<file path="config.mk">
export PLATFORM = sky130hd
export DESIGN_NAME = sram_lane_ctrl
export DESIGN_NICKNAME = d
export VERILOG_FILES = /design/src/rtl/sram_ctrl_pkg.sv /design/src/rtl/sram_phase_timer.sv /design/src/rtl/sram_lane_decode.sv /design/src/rtl/sram_lane_ctrl.sv
export SDC_FILE = /design/constraint.sdc
export NUM_CORES = 1
export LEC_CHECK = 0
export BUFFER_PORTS_ARGS = -buffer_cell sky130_fd_sc_hd__buf_2
export CAP_MARGIN = 40
export CORE_MARGIN = 2
export CORE_UTILIZATION = 30
export CTS_CLUSTER_SIZE = 20
export DETAILED_ROUTE_END_ITERATION = 6
export GPL_TIMING_DRIVEN = 0
export MAX_ROUTING_LAYER = met4
export SYNTH_ARGS = -nofsm -noshare
export SYNTH_HDL_FRONTEND = slang
export SYNTH_SLANG_ARGS = --single-unit
</file>
<file path="constraint.sdc">
create_clock -name clk -period 2.05 [get_ports clk]
set_input_delay 0.1025 -clock clk [delete_from_list [all_inputs] [get_ports clk]]
set_output_delay 0.1025 -clock clk [all_outputs]
set_load 0.02 [all_outputs]
</file>
<file path="src/rtl/sram_ctrl_pkg.sv">
package sram_ctrl_pkg;

    typedef enum logic [2:0] {
        ST_IDLE,
        ST_RD_ACC,
        ST_RD_TURN,
        ST_WR_SETUP,
        ST_WR_PULSE,
        ST_RET_HOLD,
        ST_RET_RECOV
    } ctrl_state_t;

    function automatic int ceil_div(input int num, input int den);
        return (num + den - 1) / den;
    endfunction

    function automatic int max_int(input int a, input int b);
        return (a > b) ? a : b;
    endfunction

    // minimum overlap of select and write enable
    function automatic int grade_pulse_ns(input int grade);
        return (grade >= 70) ? 55 : 45;
    endfunction

    // select / address valid before the end of the write
    function automatic int grade_sel_end_ns(input int grade);
        return (grade >= 70) ? 60 : 45;
    endfunction

    // write data stable before the end of the write
    function automatic int grade_dsetup_ns(input int grade);
        return (grade <= 45) ? 25 : 30;
    endfunction

    // memory may hold the bus this long after release
    function automatic int grade_holdoff_ns(input int grade);
        return (grade >= 70) ? 25 : 20;
    endfunction

endpackage

</file>
<file path="src/rtl/sram_phase_timer.sv">
module sram_phase_timer #(
    parameter int CNT_W = 4
) (
    input  logic             clk,
    input  logic             rst_n,
    input  logic             load,
    input  logic [CNT_W-1:0] load_val,
    output logic             last
);

    logic [CNT_W-1:0] cnt_q;

    always_ff @(posedge clk or negedge rst_n) begin
        if (!rst_n) begin
            cnt_q <= '0;
        end else if (load) begin
            cnt_q <= load_val;
        end else if (cnt_q != '0) begin
            cnt_q <= cnt_q - 1'b1;
        end
    end

    assign last = (cnt_q == '0);

endmodule

</file>
<file path="src/rtl/sram_lane_decode.sv">
module sram_lane_decode #(
    parameter int LANES  = 2,
    parameter int LANE_W = 8
) (
    input  logic                    en,
    input  logic [LANES-1:0]        be,
    input  logic [LANES*LANE_W-1:0] bus_in,
    output logic [LANES-1:0]        strb_n,
    output logic [LANES*LANE_W-1:0] lane_data
);

    for (genvar i = 0; i < LANES; i++) begin : g_lane
        assign strb_n[i] = !(en && be[i]);
        assign lane_data[i*LANE_W +: LANE_W] = be[i] ? bus_in[i*LANE_W +: LANE_W] : '0;
    end

endmodule

</file>
<file path="src/rtl/sram_lane_ctrl.sv">
module sram_lane_ctrl
    import sram_ctrl_pkg::*;
#(
    parameter int CLK_NS   = 4,
    parameter int SPEED_NS = 45,
    parameter int ADDR_W   = 19,
    parameter int DATA_W   = 16
) (
    input  logic              clk,
    input  logic              rst_n,
    input  logic              req_valid,
    output logic              req_ready,
    input  logic              req_write,
    input  logic [ADDR_W-1:0] req_addr,
    input  logic [DATA_W-1:0] req_wdata,
    input  logic [1:0]        req_be,
    output logic              rsp_done,
    output logic [DATA_W-1:0] rsp_rdata,
    input  logic              ret_req,
    output logic              ret_ack,
    output logic [ADDR_W-1:0] mem_addr,
    output logic              mem_cs_n,
    output logic              mem_oe_n,
    output logic              mem_we_n,
    output logic              mem_ub_n,
    output logic              mem_lb_n,
    output logic [DATA_W-1:0] mem_dq_out,
    output logic              mem_dq_oe,
    input  logic [DATA_W-1:0] mem_dq_in
);

    localparam int LANE_W  = DATA_W / 2;
    localparam int RD_CYC  = ceil_div(SPEED_NS, CLK_NS);
    localparam int WR_NS   = max_int(grade_pulse_ns(SPEED_NS),
                             max_int(grade_sel_end_ns(SPEED_NS), grade_dsetup_ns(SPEED_NS)));
    localparam int WR_CYC  = ceil_div(WR_NS, CLK_NS);
    localparam int TA_CYC  = ceil_div(grade_holdoff_ns(SPEED_NS), CLK_NS);
    localparam int RC_CYC  = RD_CYC;
    localparam int MAX_CYC = max_int(max_int(RD_CYC, WR_CYC), max_int(TA_CYC, RC_CYC));
    localparam int CNT_W   = $clog2(MAX_CYC + 1);

    localparam logic [CNT_W-1:0] RD_LOAD = CNT_W'(RD_CYC - 1);
    localparam logic [CNT_W-1:0] WR_LOAD = CNT_W'(WR_CYC - 1);
    localparam logic [CNT_W-1:0] TA_LOAD = CNT_W'(TA_CYC - 1);
    localparam logic [CNT_W-1:0] RC_LOAD = CNT_W'(RC_CYC - 1);

    ctrl_state_t       state_q, state_d;
    logic [ADDR_W-1:0] addr_q;
    logic [DATA_W-1:0] wdata_q;
    logic [1:0]        be_q;
    logic [DATA_W-1:0] rdata_q;
    logic              done_q;

    logic              accept;
    logic              tmr_load;
    logic [CNT_W-1:0]  tmr_val;
    logic              tmr_last;
    logic              lane_en;
    logic [1:0]        strb_n;
    logic [DATA_W-1:0] lane_data;

    sram_phase_timer #(.CNT_W(CNT_W)) u_timer (
        .clk      (clk),
        .rst_n    (rst_n),
        .load     (tmr_load),
        .load_val (tmr_val),
        .last     (tmr_last)
    );

    sram_lane_decode #(.LANES(2), .LANE_W(LANE_W)) u_lanes (
        .en        (lane_en),
        .be        (be_q),
        .bus_in    (mem_dq_in),
        .strb_n    (strb_n),
        .lane_data (lane_data)
    );

    assign accept = (state_q == ST_IDLE) && !ret_req && req_valid;

    // next state and phase timer loading
    always_comb begin
        state_d  = state_q;
        tmr_load = 1'b0;
        tmr_val  = '0;
        unique case (state_q)
            ST_IDLE: begin
                if (ret_req) begin
                    state_d = ST_RET_HOLD;
                end else if (req_valid) begin
                    if (req_write) begin
                        state_d = ST_WR_SETUP;
                    end else begin
                        state_d  = ST_RD_ACC;
                        tmr_load = 1'b1;
                        tmr_val  = RD_LOAD;
                    end
                end
            end
            ST_RD_ACC: begin
                if (tmr_last) begin
                    state_d  = ST_RD_TURN;
                    tmr_load = 1'b1;
                    tmr_val  = TA_LOAD;
                end
            end
            ST_RD_TURN: begin
                if (tmr_last) state_d = ST_IDLE;
            end
            ST_WR_SETUP: begin
                state_d  = ST_WR_PULSE;
                tmr_load = 1'b1;
                tmr_val  = WR_LOAD;
            end
            ST_WR_PULSE: begin
                if (tmr_last) state_d = ST_IDLE;
            end
            ST_RET_HOLD: begin
                if (!ret_req) begin
                    state_d  = ST_RET_RECOV;
                    tmr_load = 1'b1;
                    tmr_val  = RC_LOAD;
                end
            end
            ST_RET_RECOV: begin
                if (tmr_last) state_d = ST_IDLE;
            end
            default: state_d = ST_IDLE;
        endcase
    end

    // state register and request/response registers
    always_ff @(posedge clk or negedge rst_n) begin
        if (!rst_n) begin
            state_q <= ST_IDLE;
            addr_q  <= '0;
            wdata_q <= '0;
            be_q    <= '0;
            rdata_q <= '0;
            done_q  <= 1'b0;
        end else begin
            state_q <= state_d;
            done_q  <= ((state_q == ST_RD_ACC) || (state_q == ST_WR_PULSE)) && tmr_last;
            if (accept) begin
                addr_q  <= req_addr;
                wdata_q <= req_wdata;
                be_q    <= req_be;
            end
            if ((state_q == ST_RD_ACC) && tmr_last) begin
                rdata_q <= lane_data;
            end
        end
    end

    // memory-side and request-side outputs
    always_comb begin
        lane_en    = (state_q == ST_RD_ACC) || (state_q == ST_WR_PULSE);
        mem_cs_n   = !lane_en;
        mem_oe_n   = (state_q != ST_RD_ACC);
        mem_we_n   = (state_q != ST_WR_PULSE);
        mem_dq_oe  = (state_q == ST_WR_PULSE);
        mem_dq_out = wdata_q;
        mem_addr   = addr_q;
        req_ready  = (state_q == ST_IDLE) && !ret_req;
        ret_ack    = (state_q == ST_RET_HOLD);
    end

    assign mem_lb_n  = strb_n[0];
    assign mem_ub_n  = strb_n[1];
    assign rsp_done  = done_q;
    assign rsp_rdata = rdata_q;

endmodule

</file>
# Word-level counts from Yosys, hierarchy flattened
# Cells that the tools add are included.
# word_totals
regBits	61
in_bits	58
# op_classes
add_sub_neg	1
eq_ne	12
muxes	23
n_reduce_logical	17
# op_table
op	n
$mux W4	6
$mux W3	6
$mux W8	2
$pmux W4 S4	1
$pmux W3 S5	1
$eq A3 B3 Y1 const B	3
$eq A3 B2 Y1 const B	2
$logic_and A1 B1 Y1	6
$ne A3 B3 Y1 const B	2
$mux W1	5
$logic_not A1 Y1	4
$logic_not A4 Y1	1
$ne A2 B2 Y1 const B	2
$pmux W1 S4	1
$reduce_and A4 Y1	1
$reduce_bool A4 Y1	1
$sub A4 B1 Y4 const B	1
$eq A3 B1 Y1 const B	1
$logic_not A3 Y1	1
$ne A3 B1 Y1 const B	1
$reduce_or A3 Y1	1
$mux W2	1
$ne A2 B1 Y1 const B	1
$reduce_bool A2 Y1	1
$logic_or A1 B1 Y1	1

# Longest topological paths before layout
# Gate-level depths: netlist of the first run.
# logic_depth
depth_word	5
mapped_depth	6
depth_no_buf	5

# Cells and area by module
# A second synthesis of the first run with hierarchy kept.
# hier_totals
hier_cells	192
hier_area_um2	2747.6
# modules_own_cells
module	instances	cells_per_inst	area_each_um2	seq_area_each_um2
sram_lane_ctrl	1	152	2406.1	1426.4
sram_phase_timer	1	22	234.0	100.1
sram_lane_decode	1	18	107.6	0.0

# Worst setup path after synthesis of the first run
# Ideal clock, no wire load.
# synth_path
path_type	reg2reg
startpoint	register state_q[0]
endpoint	register be_q[1]
setup_time_ns	0.125
arrival_time_ns	1.643
required_ns	1.925
path_slack_ns	0.282
stages_incl_launch_ff	6
path_buffers	2
path_cell_list	dfrtp_1 -> buf_4 -> nor4_4 -> nand2_4 -> buf_6 -> mux2_4
# synth_via
elab_chain_len	3
# synth_rtl
element	line_no	text
start: declaration	sram_lane_ctrl.sv:47	ctrl_state_t state_q, state_d;
start signal: assignment	sram_lane_ctrl.sv:141	state_q <= state_d;
$logic_not A3 Y1	-	
$logic_and A1 B1 Y1	-	
via req_ready	sram_lane_ctrl.sv:12	output logic req_ready,
$logic_and A1 B1 Y1	sram_lane_ctrl.sv:78	assign accept = (state_q == ST_IDLE) && !ret_req && req_valid;
end signal: assignment	sram_lane_ctrl.sv:146	be_q <= req_be;
end: declaration	sram_lane_ctrl.sv:50	logic [1:0] be_q;
# The timed path passes the listed nets, and every way through them passes these cells.
# A chain may end at the register's enable or synchronous reset.

# Worst setup path in the final report of the first run
# layout_path
startpoint	register u_timer.cnt_q[0]
endpoint	register rdata_q[2] (netlist: rsp_rdata[2])
# layout_via
elab_chain_len	2
# layout_rtl
element	line_no	text
start: declaration	sram_phase_timer.sv:11	logic [CNT_W-1:0] cnt_q;
start signal: assignment	sram_phase_timer.sv:17	cnt_q <= load_val;
start signal: assignment	sram_phase_timer.sv:19	cnt_q <= cnt_q - 1'b1;
$logic_not A4 Y1	sram_phase_timer.sv:23	assign last = (cnt_q == '0);
$logic_and A1 B1 Y1	sram_lane_ctrl.sv:148	if ((state_q == ST_RD_ACC) && tmr_last) begin
end signal: assignment	sram_lane_ctrl.sv:149	rdata_q <= lane_data;
end: declaration	sram_lane_ctrl.sv:51	logic [DATA_W-1:0] rdata_q;
# Every way passes these cells.

==> results of run 1 <==
## synth_stat cells, drive strengths merged
| cell type | instances | area [sq um] |
|---|---|---|
| a211oi | 1 | 7.51 |
| a21oi | 2 | 10.0 |
| a31o | 1 | 8.76 |
| a31oi | 1 | 6.26 |
| and3b | 1 | 8.76 |
| buf | 8 | 65.1 |
| clkbuf | 5 | 20.0 |
| dfrtp | 61 | 1530 |
| ha | 2 | 25.0 |
| inv | 7 | 26.3 |
| mux2 | 37 | 529 |
| mux2i | 1 | 10.0 |
| nand2 | 19 | 78.8 |
| nand2b | 2 | 12.5 |
| nand3 | 4 | 20.0 |
| nor2 | 5 | 18.8 |
| nor2b | 1 | 6.26 |
| nor3 | 2 | 10.0 |
| nor3b | 2 | 15.0 |
| nor4 | 1 | 21.3 |
| nor4b | 1 | 8.76 |
| nor4bb | 1 | 10.0 |
| o211ai | 3 | 22.5 |
| o21ai | 35 | 175 |
| o311a | 1 | 10.0 |
| or3b | 2 | 17.5 |
| xnor2 | 1 | 8.76 |
| xor2 | 2 | 17.5 |
## final cells by class
class                      count  area, sq um  share of cell area [%]
buffer                        13         85.1                    2.10
multi-input combinational    128         1070                    26.4
clock inverter                 4         70.1                    1.73
clock buffer                  12          155                    3.83
timing repair buffer         156          986                    24.3
inverter                       7         26.3                   0.648
tap                          108          135                    3.33
sequential                    61         1530                    37.7
## logic make-up (layout without fill, tap and decap cells)
logic type | after synthesis | after routing | synth area share [%]
simple gates | 41 | 41 | 8.45
flops | 61 | 61 | 56.6
mux | 38 | 38 | 20.0
xor+xnor | 3 | 3 | 0.975
compound gates | 44 | 44 | 8.91
buf+inv | 20 | 192 | 4.13
fa+ha+maj | 2 | 2 | 0.928
## sequential cells by signal, summed over array words and instances, names as in the netlist
name           flops
be_q               2
mem_addr          19
mem_dq_out        16
rsp_done           1
rsp_rdata         16
state_q            3
u_timer.cnt_q      4
## routing by layer
| layer | vias to the layer above | GRT usage (%) | part of all wire [%] |
|---|---|---|---|
| li1 | 1059 | - | - |
| met1 | 1105 | 18.3 | 42 |
| met2 | 67 | 24.3 | 52 |
| met3 | 6 | 3.69 | 4.8 |
| met4 | 0 | 4.32 | 1.0 |
| met5 | - | - | 0 |
## worst register-to-register path, cell delays in order (launching register included)
cell and delay [ns]:
dfrtp_1 0.41, inv_1 0.09, ha_1 0.17, or3b_2 0.49, clkbuf_1 0.26, o21ai_0 0.21, o21ai_0 0.10
## worst max-delay path by stage
stage                                     end  slack, ns  cells after the start
finish               rsp_rdata[2]$_DFFE_PN0P_       0.20                      6
detailed placement   rsp_rdata[0]$_DFFE_PN0P_      -0.14                      6
global placement    rsp_rdata[12]$_DFFE_PN0P_       -0.1                      6
floorplan                 be_q[1]$_DFFE_PN0P_       0.28                      5
global route         rsp_rdata[2]$_DFFE_PN0P_       0.05                      6
CTS                  rsp_rdata[0]$_DFFE_PN0P_       0.18                      6
## where the power goes
part / internal (mW) / leakage (nW) / switching [mW] / total (mW)
clock network: 0.748 / 0.116 / 0.459 / 1.21
logic: 1.33 / 1.20 / 1.69 / 3.03
registers: 1.80 / 0.717 / 0.319 / 2.12
## cells in the final DEF, fill, tap and decap left out, drive strengths merged, types with 2 or more instances in the layout
master,synthesis,routed
bufinv,0,2
mux2,37,37
buf,8,126
ha,2,2
dlygate4sd3,0,38
clkbuf,5,17
or3b,2,2
nand2,19,19
nand2b,2,2
nor3,2,2
o21ai,35,35
dfrtp,61,61
clkinv,0,2
o211ai,3,3
a21oi,2,2
xor2,2,2
inv,7,7
nand3,4,4
nor2,5,5
nor3b,2,2
## stage by stage
step                cells  setup slack (ns)
finish                489             0.202
global placement      434           -0.0986
global route          489            0.0518
CTS                   489             0.176
floorplan             209             0.282
detailed placement    435            -0.137
## timing repair
action	CTS	global route
hold buffers	38	0
endpoints found under the hold margin	63	0
setup endpoints to repair	10	2
resized for setup	1	1
==> results.toml, run 1 <==
[synthesis]
synth_cells = 209
ys_types = 34
synth_nets = 269
ys.warnings.count = 0
synth.avg_cell_area_sq_um = 12.9
ys_seq_area_share_pct = 56.6
ys_ff_latch = 61
syn_area_sq_um = 2700

[critical_path]
critical-path-top-delay-family = "simple AND/OR/NAND/NOR gates"
worst-r2r-cell-count = 6
crit_start = "u_timer.cnt_q[0]$_DFFE_PN0P_"
worst_setup_path_start_kind = "register"
crit_chain = "inv_1, ha_1, or3b_2, clkbuf_1, o21ai_0, o21ai_0"
cp_slowest_cell = "or3b_2"
worstPathMaxFanout = 10
cp_num_buf_inv = 2
endpoint_kind = "register"
rr_startpoint = "u_timer.cnt_q[0]$_DFFE_PN0P_"
arrival_ns = 2.05
slowest_delay_ns = 0.49
critPathMostFrequentCell = "o21ai_0"
crit_required_ns = 2.26
r2r_slack_ns = 0.20
r2r-end = "rsp_rdata[2]$_DFFE_PN0P_"
crit_type = "reg2reg"

[timing]
relSlewSlack_pct = 58.4
finalClockSkew_ns = 0.00758
rsz0062_at_grt = "no"
period_share_pct = 90.1
fin_tns_setup_ns = 0
holdWs_ns = 0.0185
drv_slew = 0
hold_violations = 0
min_period_ns = 1.85
fmax_ghz = 0.541
worst_slew_pin_slew_ns = 0.621
setup_viol = 0

[detailed_routing]
drc = 0
wl_per_cell_um = 13.9
first_pass_iters = 4
drt_iter0_markers = 37
viasPerCell = 4.57
ant_nets = 0
drt_wl_total_um = 6780
vias = 2237

[place]
place.gp.congestion = 0.730
io_buffers = 117
post_dp_cell_area_sq_um = 3440
dpl.hpwl_um = 4660

[hold_path]
holdCritStartpoint = "req_wdata[2]"
holdPathStages = 2
hold_class = "in2reg"
min_to = "mem_dq_out[2]$_DFFE_PN0P_"

[job]
maxCapViolCount = 0

[floorplanning]
die_area_sq_um = 9760
num_rows = 34
die_w_um = 98.8
io-pin-count = 118
initial_core_util_pct = 30.9
die_h_um = 98.8
core-area_sq_um = 8720

[final_layout]
fin_util_pct = 46.5
synthToLayoutAreaGrowth_pct = 50.3
drive_gt1_share_pct = 48.0
antennaDiodeCount = 0
fillers = 795
final_area_sq_um = 4050
nNetsFinal = 436

[clock_network]
numCtsBuffers = 9
cts_buffer_depth = 2
h-tree-depth = 3
cts_tree = "done"
worstSkewPairLatency_ns = 0.33
post_cts_buffers = 0
clk_pin_slew_ns = 0.07
cts_sinks = 61
cts-root-buf = "clkbuf_8"

[power_and_ir_drop]
p_total_mw = 6.35
leakage_nw = 2.03
ir_worst_vdd_mv = 0.703
powerDensity_nw_per_um2 = 1570

[global_routing]
grt_pass1_vias = 2255
grt_pass1_wl_um = 11200
overflow = 0
antenna_found_initial = 0
grt_max_degree = 36
grt_usage_pct = 14.9

[run_status]
status = "completed"
Note: power is estimated with default switching activity, not from simulation.
==> inputs of run 2 (changes only) <==
Settings changed: HOLD_SLACK_MARGIN from default to 0.12.
==> results.toml, run 2 (same netlist as run 1, synthesis figures left out) <==
[final_layout]
final_common_cell = "buf_2"
largest_register_ffs = 19
stdcell_count = 506
multi_input_area_sq_um = 1060
final-seq-area_sq_um = 1530
fin_util_pct = 48.4
synthToLayoutAreaGrowth_pct = 56.4
final_cell_mix = "118 x buf_2, 61 x dfrtp_1, 55 x dlygate4sd3_1"
fillers = 768
drive_gt1_share_pct = 46.0
nNetsFinal = 453
antennaDiodeCount = 0

[power_and_ir_drop]
p_total_mw = 6.38
powerDensity_nw_per_um2 = 1510
leakage_nw = 2.10
ir_worst_vdd_mv = 0.708

[clock_network]
worstSkewPairLatency_ns = 0.33
numCtsBuffers = 9
h-tree-depth = 3
cts_buffer_depth = 2
cts_tree = "done"
clk_pin_slew_ns = 0.07
cts_sinks = 61
post_cts_buffers = 0
cts-root-buf = "clkbuf_8"

[timing]
relSlewSlack_pct = 58.0
period_share_pct = 90.5
rsz0062_at_grt = "no"
finalClockSkew_ns = 0.00608
worst_slew_pin_slew_ns = 0.626
fmax_ghz = 0.539
hold_violations = 0
min_period_ns = 1.85
drv_slew = 0
setup_viol = 0
setup_ws_ns = 0.195
holdWs_ns = 0.135

[floorplanning]
core-area_sq_um = 8720
die_w_um = 98.8
initial_core_util_pct = 30.9
die_area_sq_um = 9760
die_h_um = 98.8
io-pin-count = 118
num_rows = 34

[place]
io_buffers = 117
dp_slack_ns = -0.137
place.gp.congestion = 0.730
dpl.hpwl_um = 4660
placed_cells = 435

[critical_path]
crit_type = "reg2reg"
crit_chain = "inv_1, ha_1, nor3b_2, nand2b_1, clkbuf_2, o21ai_0"
endpoint_kind = "register"
worst_setup_path_start_kind = "register"
worstPathMaxFanout = 10
arrival_ns = 2.10
r2r_slack_ns = 0.20
critical-path-top-delay-family = "simple AND/OR/NAND/NOR gates"
cp_slowest_cell = "dfrtp_1"
slowest_delay_ns = 0.41
crit_required_ns = 2.29
cp_num_buf_inv = 2

[global_routing]
grt_pass1_wl_um = 11800
overflow = 0
grt_usage_pct = 15.7
antenna_found_initial = 0
grt_max_degree = 36
grt_pass1_vias = 2379

[run_status]
status = "completed"

[detailed_routing]
wl_per_cell_um = 13.9
drt_wl_total_um = 7050
first_pass_iters = 5
drt_iter0_markers = 25
ant_nets = 0
viasPerCell = 4.55
drc = 0
vias = 2301

[job]
maxCapViolCount = 0

[hold_path]
hold_class = "in2reg"
==> run 2: repair_timing <==
| item | 4_1_cts | 5_1_grt |
|---|---|---|
| hold endpoints to repair | 80 | 0 |
| resized for setup | 1 | 0 |
| setup endpoints to repair | 10 | 0 |
| hold buffers | 55 | 0 |
==> run 2: cell type report <==
| class | count | share of cell area, % |
|---|---|---|
| Sequential cell | 61 | 36.2 |
| Timing Repair Buffer | 173 | 27.4 |
| Multi-Input combinational cell | 128 | 25.2 |
| Clock buffer | 12 | 3.68 |
| Tap cell | 108 | 3.20 |
| Buffer | 13 | 2.02 |
| Clock inverter | 4 | 1.66 |
| Inverter | 7 | 0.623 |
==> run 2: worst paths after layout <==
check / from / end / cells after the start
max reg2reg: u_timer.cnt_q[0]$_DFFE_PN0P_ / rsp_rdata[12]$_DFFE_PN0P_ / 6
min in group asynchronous: rst_n / mem_addr[17]$_DFFE_PN0P_ / 2
max in group asynchronous: rst_n / mem_addr[5]$_DFFE_PN0P_ / 3
min reg2reg: mem_dq_out[14]$_DFFE_PN0P_ / mem_dq_out[14]$_DFFE_PN0P_ / 1
max: u_timer.cnt_q[0]$_DFFE_PN0P_ / rsp_rdata[12]$_DFFE_PN0P_ / 6
min: req_valid / state_q[1]$_DFFE_PN0P_ / 3
==> run 2: where the power goes <==
part / switching [mW] / internal, mW / leakage (nW)
Sequential: 0.316 / 1.80 / 0.717
Combinational: 1.71 / 1.35 / 1.26
Clock: 0.459 / 0.748 / 0.116
Total: 2.48 / 3.90 / 2.10
==> run 2: worst min-delay path, delay by kind of cell <==
family	cells	cell delay, ns
compound gates	1	0.10
simple gates	1	0.08
buf+inv	1	0.13
==> run 2: per-stage QoR <==
step | setup TNS (ns) | cell area [sq um]
floorplan | 0 | 2700
global placement | -0.920 | 3420
detailed placement | -1.25 | 3440
CTS | 0 | 4220
global route | 0 | 4220
finish | 0 | 4220
==> run 2: metal layers <==
layer | global-route usage [%] | wire length [um] | vias up
li1 | - | - | 1089
met1 | 18.4 | 2960 | 1118
met2 | 26.7 | 3650 | 85
met3 | 3.69 | 348 | 9
met4 | 4.64 | 85 | 0
met5 | - | 0 | -
